`config.mk`:
```
export PLATFORM = sky130hd
export DESIGN_NAME = viterbi_traceback
export DESIGN_NICKNAME = d
export VERILOG_FILES = /design/src/rtl/tbk_pkg.sv /design/src/rtl/tbk_seg_select.sv /design/src/rtl/tbk_lifo.sv /design/src/rtl/viterbi_traceback.sv
export SDC_FILE = /design/constraint.sdc
export NUM_CORES = 1
export LEC_CHECK = 0
export BUFFER_PORTS_ARGS = -buffer_cell sky130_fd_sc_hd__buf_2
export CAP_MARGIN = 20
export CORE_ASPECT_RATIO = 1.25
export CORE_MARGIN = 1
export CORE_UTILIZATION = 57
export DETAILED_ROUTE_END_ITERATION = 7
export GPL_TIMING_DRIVEN = 0
export PLACE_DENSITY = 0.86
export SETUP_SLACK_MARGIN = 0.2
export SYNTH_ARGS = -nofsm -noshare
export SYNTH_HDL_FRONTEND = slang
export SYNTH_SLANG_ARGS = --single-unit
```
`constraint.sdc`:
```
create_clock -name clk -period 16.55 [get_ports clk]
set_input_delay 3.31 -clock clk [delete_from_list [all_inputs] [get_ports clk]]
set_output_delay 3.31 -clock clk [all_outputs]
set_load 0.01 [all_outputs]
```
`src/rtl/tbk_pkg.sv`:
```
package tbk_pkg;

    typedef enum logic [2:0] {
        TB_IDLE,
        TB_LOAD,
        TB_TRACE,
        TB_DRAIN,
        TB_FINISH
    } tb_fsm_e;

endpackage

```
`src/rtl/tbk_seg_select.sv`:
```
module tbk_seg_select #(
    parameter int STW     = 8,
    parameter int MAX_SEG = 4,
    parameter int SPW     = 16,
    parameter int KW_W    = 4,
    parameter int SEGL_W  = 3
) (
    input  logic [SPW*MAX_SEG-1:0] word,
    input  logic [STW-1:0]         cur,
    input  logic [SEGL_W-1:0]      seg_len,
    input  logic [KW_W-1:0]        kw,
    output logic [STW-1:0]         prev,
    output logic [MAX_SEG-1:0]     group
);
    localparam int SEL_W = $clog2(SPW);

    logic [MAX_SEG-1:0] field;
    logic [MAX_SEG:0]   seg_mask;
    logic [STW:0]       st_mask;
    logic [MAX_SEG-1:0] seg;
    logic [STW-1:0]     placed;
    logic [KW_W-1:0]    shift_up;

    always_comb begin
        field    = word[cur[SEL_W-1:0]*MAX_SEG +: MAX_SEG];
        seg_mask = ((MAX_SEG+1)'(1) << seg_len) - (MAX_SEG+1)'(1);
        st_mask  = ((STW+1)'(1) << kw) - (STW+1)'(1);
        seg      = field & seg_mask[MAX_SEG-1:0];
        shift_up = kw - KW_W'(seg_len);
        placed   = STW'(seg) << shift_up;
        prev     = ((cur >> seg_len) | placed) & st_mask[STW-1:0];
        group    = cur[MAX_SEG-1:0] & seg_mask[MAX_SEG-1:0];
    end

endmodule

```
`src/rtl/tbk_lifo.sv`:
```
module tbk_lifo #(
    parameter int DEPTH = 64,
    parameter int W     = 4
) (
    input  logic                         clk,
    input  logic                         rst_n,
    input  logic                         push,
    input  logic                         pop,
    input  logic [W-1:0]                 din,
    output logic [W-1:0]                 dout,
    output logic [$clog2(DEPTH+1)-1:0]   count
);
    localparam int CNT_W = $clog2(DEPTH+1);
    localparam int IDX_W = $clog2(DEPTH);

    logic [W-1:0]     store [DEPTH];
    logic [CNT_W-1:0] top_idx;

    assign top_idx = count - CNT_W'(1);
    assign dout    = (count == '0) ? '0 : store[top_idx[IDX_W-1:0]];

    always_ff @(posedge clk) begin
        if (!rst_n) begin
            count <= '0;
        end else if (push && !pop) begin
            store[count[IDX_W-1:0]] <= din;
            count <= count + CNT_W'(1);
        end else if (pop && !push) begin
            count <= count - CNT_W'(1);
        end
    end

    a_r6_lifo_no_overflow: assert property (@(posedge clk) disable iff (!rst_n)
        push |-> (count < CNT_W'(DEPTH)));
    a_r9_lifo_no_underflow: assert property (@(posedge clk) disable iff (!rst_n)
        pop |-> (count != '0));
    a_r6_lifo_one_side: assert property (@(posedge clk) disable iff (!rst_n)
        !(push && pop));

endmodule

```
`src/rtl/viterbi_traceback.sv`:
```
module viterbi_traceback
    import tbk_pkg::*;
#(
    parameter int MAX_K   = 9,
    parameter int MAX_SEG = 4,
    parameter int SPW     = 16,
    parameter int STEP_W  = 8,
    parameter int MAX_WIN = 64,
    localparam int STW    = MAX_K - 1,
    localparam int SEL_W  = $clog2(SPW),
    localparam int HI_W   = STW - SEL_W,
    localparam int AW     = STEP_W + HI_W,
    localparam int WORD_W = SPW * MAX_SEG,
    localparam int WIN_W  = $clog2(MAX_WIN + 1),
    localparam int SEGL_W = $clog2(MAX_SEG + 1),
    localparam int KW_W   = $clog2(STW + 1)
) (
    input  logic               clk,
    input  logic               rst_n,
    input  logic               start,
    input  logic [KW_W-1:0]    cfg_k,
    input  logic [SEGL_W-1:0]  cfg_seg,
    input  logic [STEP_W-1:0]  cfg_steps,
    input  logic [WIN_W-1:0]   cfg_win,
    input  logic [STEP_W-1:0]  cfg_conv,
    output logic               busy,
    output logic [AW-1:0]      mem_addr,
    input  logic [WORD_W-1:0]  mem_rdata,
    output logic               out_valid,
    output logic [MAX_SEG-1:0] out_bits,
    output logic               done
);
    localparam int EXT_W  = STEP_W + WIN_W + 1;
    localparam int CNT_W  = $clog2(MAX_WIN + 1);
    localparam int SEGI_W = (MAX_SEG > 1) ? $clog2(MAX_SEG) : 1;

    tb_fsm_e fsm, fsm_nx;

    logic [KW_W-1:0]    kw_r;
    logic [SEGL_W-1:0]  seg_r;
    logic [STEP_W-1:0]  nlast_r, conv_r, base_r, wlast_r, tb_step;
    logic [WIN_W-1:0]   win_r;
    logic [STW-1:0]     tb_state;

    logic [STW-1:0]     prev_state;
    logic [MAX_SEG-1:0] group;
    logic [MAX_SEG-1:0] lifo_dout;
    logic [CNT_W-1:0]   lifo_cnt;
    logic               push, pop;
    logic               trace_last, drain_last, frame_last;

    logic [EXT_W-1:0]   end_cand, start_cand, nl_ext;
    logic [STEP_W-1:0]  wlast_c, tfirst_c;
    logic [STEP_W-1:0]  a_step;
    logic [STW-1:0]     a_state;

    // Window bounds for the window that starts at base_r
    always_comb begin
        nl_ext     = EXT_W'(nlast_r);
        end_cand   = EXT_W'(base_r) + EXT_W'(win_r) - EXT_W'(1);
        wlast_c    = (end_cand >= nl_ext) ? nlast_r : end_cand[STEP_W-1:0];
        start_cand = EXT_W'(wlast_c) + EXT_W'(conv_r);
        tfirst_c   = (start_cand >= nl_ext) ? nlast_r : start_cand[STEP_W-1:0];
    end

    tbk_seg_select #(
        .STW(STW), .MAX_SEG(MAX_SEG), .SPW(SPW), .KW_W(KW_W), .SEGL_W(SEGL_W)
    ) u_sel (
        .word(mem_rdata), .cur(tb_state), .seg_len(seg_r), .kw(kw_r),
        .prev(prev_state), .group(group)
    );

    tbk_lifo #(.DEPTH(MAX_WIN), .W(MAX_SEG)) u_lifo (
        .clk(clk), .rst_n(rst_n), .push(push), .pop(pop),
        .din(group), .dout(lifo_dout), .count(lifo_cnt)
    );

    assign trace_last = (tb_step == base_r);
    assign drain_last = (lifo_cnt == CNT_W'(1));
    assign frame_last = (wlast_r == nlast_r);

    // Next-state logic
    always_comb begin
        fsm_nx = fsm;
        unique case (fsm)
            TB_IDLE:   if (start) fsm_nx = TB_LOAD;
            TB_LOAD:   fsm_nx = TB_TRACE;
            TB_TRACE:  if (trace_last) fsm_nx = TB_DRAIN;
            TB_DRAIN:  if (drain_last) fsm_nx = frame_last ? TB_FINISH : TB_LOAD;
            TB_FINISH: fsm_nx = TB_IDLE;
            default:   fsm_nx = TB_IDLE;
        endcase
    end

    // State register
    always_ff @(posedge clk) begin
        if (!rst_n) fsm <= TB_IDLE;
        else        fsm <= fsm_nx;
    end

    // Outputs and datapath controls
    always_comb begin
        busy      = (fsm != TB_IDLE);
        done      = 1'b0;
        out_valid = 1'b0;
        push      = 1'b0;
        pop       = 1'b0;
        a_step    = tb_step;
        a_state   = tb_state;
        unique case (fsm)
            TB_IDLE:   ;
            TB_LOAD: begin
                a_step  = tfirst_c;
                a_state = '0;
            end
            TB_TRACE: begin
                push    = (tb_step <= wlast_r);
                a_step  = tb_step - STEP_W'(1);
                a_state = prev_state;
            end
            TB_DRAIN: begin
                pop       = 1'b1;
                out_valid = 1'b1;
            end
            TB_FINISH: done = 1'b1;
            default:   ;
        endcase
        mem_addr = {a_step, a_state[STW-1:SEL_W]};
    end

    // Time reversal inside a group: oldest bit to position 0
    for (genvar gi = 0; gi < MAX_SEG; gi++) begin : g_rev
        logic [SEGL_W-1:0] src;
        assign src          = seg_r - SEGL_W'(gi + 1);
        assign out_bits[gi] = (SEGL_W'(gi) < seg_r) ? lifo_dout[src[SEGI_W-1:0]] : 1'b0;
    end

    // Datapath registers
    always_ff @(posedge clk) begin
        if (!rst_n) begin
            kw_r     <= '0;
            seg_r    <= '0;
            nlast_r  <= '0;
            win_r    <= '0;
            conv_r   <= '0;
            base_r   <= '0;
            wlast_r  <= '0;
            tb_step  <= '0;
            tb_state <= '0;
        end else begin
            unique case (fsm)
                TB_IDLE: if (start) begin
                    kw_r    <= cfg_k - KW_W'(1);
                    seg_r   <= cfg_seg;
                    nlast_r <= (cfg_steps == '0) ? '0 : cfg_steps - STEP_W'(1);
                    win_r   <= (cfg_win == '0 || cfg_win > WIN_W'(MAX_WIN))
                               ? WIN_W'(MAX_WIN) : cfg_win;
                    conv_r  <= cfg_conv;
                    base_r  <= '0;
                end
                TB_LOAD: begin
                    wlast_r  <= wlast_c;
                    tb_step  <= tfirst_c;
                    tb_state <= '0;
                end
                TB_TRACE: if (!trace_last) begin
                    tb_step  <= tb_step - STEP_W'(1);
                    tb_state <= prev_state;
                end
                TB_DRAIN: if (drain_last && !frame_last) begin
                    base_r <= wlast_r + STEP_W'(1);
                end
                TB_FINISH: ;
                default: ;
            endcase
        end
    end

    a_r10_done_pulse: assert property (@(posedge clk) disable iff (!rst_n)
        done |=> !done);
    a_r5_read_pairing: assert property (@(posedge clk) disable iff (!rst_n)
        (fsm == TB_TRACE) |-> (tb_step == $past(mem_addr[AW-1:HI_W])));
    a_r4_state_width: assert property (@(posedge clk) disable iff (!rst_n)
        (fsm == TB_TRACE) |-> ((tb_state >> kw_r) == '0));
    a_r7_trace_bounds: assert property (@(posedge clk) disable iff (!rst_n)
        (fsm == TB_TRACE) |-> (tb_step >= base_r && tb_step <= nlast_r));
    a_r9_valid_has_data: assert property (@(posedge clk) disable iff (!rst_n)
        out_valid |-> (lifo_cnt != '0));
    a_r11_window_bound: assert property (@(posedge clk) disable iff (!rst_n)
        busy |-> (lifo_cnt <= CNT_W'(win_r)));

endmodule

```
======== After elaboration in Yosys (flattened, before gate mapping) ========
Memories as Yosys holds them, arrays and structs flattened.
Cells that the tools add are included.
storage, ports and cells
  register bits ........................... 72
  RAM bits ................................ 256
  output and inout port bits .............. 19
  memories ................................ 1
memories
  name          words  width  read ports  clocked after Yosys merged registers in  write ports  RTL line        source
  u_lifo.store  64     4      1           0                                        1            tbk_lifo.sv:16  logic [W-1:0] store [DEPTH];
cells by class
  add/subtract/negate cells ............... 16
  order comparisons ....................... 12
  eq/ne operators ......................... 12
  shifts and indexed selects .............. 5
  muxes and demuxes ....................... 39
  bitwise operators ....................... 4
  reductions and logical operators ........ 19
operator list
  cell                  count
  $pmux 8 s2            5
  $shiftx 64x7->4       1
  $mux 8                7
  $mux 7                3
  $eq 8x8->1            2
  $ge 16x8->1           1
  $sub 8x1->8 const B   2
  $logic_not 7->1       2
  $mux 1                14
  $lt 2x3->1 const B    4
  $mux 3                4
  $pmux 3 s4            1
  $ne 2x2->1 const B    5
  $sub 9x1->10 const B  1
  $add 8x7->9           1
  $add 8x8->9           1
  $ge 9x8->1            1
  $add 8x1->8 const B   1
  $and 4x4->4           2
  $and 8x8->8           1
  $bmux 1 s2            4
  $le 8x8->1            1
  $logic_not 8->1       1
  $or 8x8->8            1
  other kinds (28)      41

======== Longest topological paths before layout ========
  depth after elaboration ................. 8
  depth in mapped cells ................... 35
  mapped depth without buffers ............ 34

======== Hierarchy ========
A second synthesis with hierarchy kept.
second synthesis, totals
  cells, all modules ...................... 1439
  area, all modules ....................... 17154.0 µm²
by module, submodules not included
  module             times used  cells an instance  area an instance (µm²)  seq. area each (µm²)
  tbk_lifo           1           626                10903.0                 7827.5
  viterbi_traceback  1           641                4888.4                  1301.2
  tbk_seg_select     1           172                1362.6                  0.0

======== Worst setup path after synthesis ========
No wires, ideal clock.
  kind .................................... reg-to-output
  from .................................... register base_r[1]
  to ...................................... output mem_addr[5]
  data arrival time ....................... 6.125 ns
  required time ........................... 13.240 ns
  setup slack ............................. 7.115 ns
  stages on the path, launching flop included .. 35
  path buffers ............................ 1
  cells stage by stage .................... dfxtp_1 -> inv_1 -> ha_1 -> inv_1 -> ha_1 -> inv_1 -> fa_1 -> nor2b_1 -> o21ai_0 -> a21boi_1 -> o21ai_0 -> nand2_1 -> xor2_1 -> ha_1 -> nor2b_1 -> a311oi_1 -> o2111ai_2 -> buf_2 -> nand2_1 -> o21ai_0 -> ha_1 -> inv_1 -> fa_1 -> nor2b_1 -> o21ai_0 -> a21boi_0 -> o21a_1 -> or3_1 -> and2_1 -> ha_1 -> or2_2 -> o221ai_1 -> a21oi_1 -> a211oi_1 -> a211o_1
between the ends
  word-level cells in the longest chain between the ends .. 8
ends and longest elaborated chain
  item                    RTL line                  source
  start, declared         viterbi_traceback.sv:41   logic [STEP_W-1:0] nlast_r, conv_r, base_r, wlast_r, tb_step;
  start signal, assigned  viterbi_traceback.sv:171  base_r <= wlast_r + STEP_W'(1);
  $add 8x7->9 *           viterbi_traceback.sv:60   end_cand = EXT_W'(base_r) + EXT_W'(win_r) - EXT_W'(1);
  $sub 9x1->10 *          viterbi_traceback.sv:60
  $ge 16x8->1 *           viterbi_traceback.sv:61   wlast_c = (end_cand >= nl_ext) ? nlast_r : end_cand[STEP_W-1:0];
  $mux 8 *                viterbi_traceback.sv:61
  net wlast_c[0]          viterbi_traceback.sv:53   logic [STEP_W-1:0] wlast_c, tfirst_c;
  $add 8x8->9 *           viterbi_traceback.sv:62   start_cand = EXT_W'(wlast_c) + EXT_W'(conv_r);
  $ge 9x8->1              viterbi_traceback.sv:63   tfirst_c = (start_cand >= nl_ext) ? nlast_r : start_cand[STEP_W-1:0];
  $mux 8 *                viterbi_traceback.sv:63
  $pmux 8 s2 *            viterbi_traceback.sv:110  unique case (fsm)
  end, declared           viterbi_traceback.sv:27   output logic [AW-1:0] mem_addr,
Mark *: on every way through the listed nets, which the timed path passes. The rest lies on a longest branch.

======== Final worst setup path ========
  from .................................... register base_r[1]
  to ...................................... output mem_addr[7]
The elaborated chain is that of the path after synthesis.

==> flow_summary.ini <==
[outcome]
status = finished clean

[detailed_routing]
drt-total-wl_mm = 46.5
dr.first_iter.drc_count = 1259
drt_pass1_iterations = 6
vias_per_cell = 6.35
routed-via-count = 12518
final_antenna_net_count = 0
avgRoutedWirePerCell_um = 23.6
drc = 0

[grt]
grtUsageTotal = 0.313
grt-ovfl-total = 0
grt_max_degree = 62
antenna_found_initial = 1
grt_pass1_wl_mm = 71.2
grt_pass1_vias = 12517

[power]
power_switching_mw = 1.16
pwr-share-comb = 0.423
p_leak_nw = 7.25
pwr-share-seq = 0.320
total_power_mw = 3.00
p_int_mw = 1.84
vdd_drop_max_uv = 106
swShare = 0.387
clkPwrFrac = 0.257
p_per_area_mw_per_mm2 = 156

[clocking]
clockBufferDepth = 3
cts_num_sinks = 328
h-tree-depth = 2
postCtsSetupRepairBufs = 0
cts_root_buf = clkbuf_16
cts_resized = 0
cts_tree = yes
numCtsBuffers = 34
hold_buffers = 0
clk_latency_ns = 0.52
clkTransAtPathRegs_ns = 0.06

[yosys]
syn_area_mm2 = 0.0169
synth_cell_types = 71
yosys_warnings = 0
synthCells = 1397
synth_edf_count = 256
synth_area_per_cell_um2 = 12.1
seq_area_frac_synth = 0.540
ys_ff_latch = 328
postSynth.asyncResetShare = 0
syn-num-nets = 1562
synth-main-ff-cell = edfxtp_1

[place]
pre_cts_slack_ns = 5.70
port_buffers = 114
place_congestion = 0.963
dp_hpwl_mm = 33.0
dp.cells = 1911

[layout]
drive_gt1_frac = 0.196
layout_commonest_cell = edfxtp_1
fin_nets = 1716
nFillCells = 2114
final_cell_mix = edfxtp_1, nor2_1, nand2_1
layout.cells.non_filler = 1970
area_growth_pct = 13.4

[setup_path]
path_max_fanout = 10
cp.required_ns = 13.24
cpMostUsedCell = o21ai_0
critical-path-slowest-cell = o221ai_1
critPathMaxStageDelay_ns = 0.61
crit_buf_inv = 6
arrival_ns = 8.25
path_class = reg2out
cp.depth = 34
worstRegToRegCells = 33
startpoint_type = flip-flop
crit_path_end_kind = primary output
cp_top_family = compound AO/OA/AOI/OAI gates

[sta]
worst_slack_ns = 4.99
fin_crit_ns = 11.56
grt_setup_unrepaired = false
setup_viol = 0
finalCritPeriodShare = 0.698
slew_headroom = 0.273
max_freq_mhz = 86.5
tightest_slew_ns = 1.08
skew_ns = 0.0162
maxSlewViolCount = 0
fin_setup_tns_ns = 0
hold_violations = 0

[floorplan]
io_pins = 116
die_h_um = 195
die_w_um = 156
rows = 70
fp.dieArea_mm2 = 0.0304
core-area_mm2 = 0.0293
initial_utilization = 0.578

[min_path]
hold_depth = 2
hold_path_class = reg2reg

[job]
drv_cap = 0
## through the flow
step / utilization / cell area, µm² / hold slack, ns
after global routing: 0.656 / 19200 / 0.489
after floorplan: - / 16900 / 0.432
after detailed placement: 0.618 / 18100 / 0.454
final: 0.656 / 19200 / 0.458
after global placement: 0.615 / 18000 / 0.440
after CTS: 0.656 / 19200 / 0.462
## sequential cells by signal (all words and copies together) (netlist names), 4 cells and up
| name | cells |
|---|---|
| tb_step | 8 |
| wlast_r | 8 |
| u_lifo.count | 7 |
| conv_r | 8 |
| base_r | 8 |
| tb_state | 8 |
| nlast_r | 8 |
| kw_r | 4 |
| u_lifo.store | 256 |
| win_r | 7 |
## path summary, 6_finish.rpt
kind | slack [ns] | startpoint | to
setup reg to reg | 8.91 | base_r[1] | tb_step[3]
hold reg to reg | 0.46 | win_r[4] | win_r[4]
hold / removal | 0.46 | win_r[4] | win_r[4]
setup / recovery | 4.99 | base_r[1] | mem_addr[7]
## per-layer routing
layer	vias up	track usage	part of all wire
met2	740	0.527	0.50
met4	0	0.197	0.065
met5	-	0	0
met1	6014	0.368	0.36
li1	5555	-	-
met3	209	0.0589	0.080
## synthesized netlist by cell type (13+ instances only)
library cell | number | share of area
nor3_1 | 30 | 0.0089
dfxtp_1 | 72 | 0.085
inv_1 | 75 | 0.017
clkbuf_1 | 40 | 0.0089
and3_1 | 16 | 0.0059
nand3_1 | 33 | 0.0098
and2_1 | 15 | 0.0055
a21oi_1 | 85 | 0.025
nor2_1 | 139 | 0.031
ha_1 | 65 | 0.048
o22ai_1 | 13 | 0.0048
o21ai_0 | 46 | 0.014
mux4_2 | 85 | 0.11
nand2_1 | 130 | 0.029
a211oi_1 | 19 | 0.0084
mux2_2 | 13 | 0.0087
buf_2 | 13 | 0.0038
xnor2_1 | 37 | 0.019
edfxtp_1 | 256 | 0.45
## power by group through the flow
| stage | sequential, mW | combinational (mW) | clock, mW |
|---|---|---|---|
| floorplan | 0.962 | 0.874 | 0 |
| global placement | 0.975 | 1.19 | 0 |
| detailed placement | 0.976 | 1.22 | 0 |
| CTS | 0.959 | 1.24 | 0.773 |
| global route | 0.965 | 1.37 | 0.802 |
| finish | 0.961 | 1.27 | 0.771 |
## tightest hold or removal path: stages, from the launching register on
cell and delay (ns):
dfxtp_1 0.31, nand2_1 0.05, a21oi_1 0.05
## final cells by class
type | instances | area (µm²) | area share
flip-flops and latches | 328 | 9130 | 0.476
plain buffers | 73 | 343 | 0.0179
repair buffers | 118 | 651 | 0.0339
multi-input cells | 918 | 7170 | 0.373
well taps | 396 | 495 | 0.0258
clock buffers | 44 | 951 | 0.0496
clock inverters | 14 | 160 | 0.00835
inverters | 78 | 293 | 0.0153
diodes | 1 | 2.50 | 0.000130
## cell families (layout without fill, tap and decap cells)
family / count (synthesis) / after routing / share of synthesized area
adder cells (fa/ha/maj): 68 / 68 / 0.0516
AO/OA/AOI/OAI: 256 / 256 / 0.0982
AND/OR/NAND/NOR: 435 / 435 / 0.119
other: 0 / 1 / 0
multiplexers: 111 / 111 / 0.130
flip-flops: 328 / 328 / 0.540
buffers and inverters: 151 / 327 / 0.0376
XOR/XNOR: 48 / 48 / 0.0248
Power figures use the tool's default switching activity.
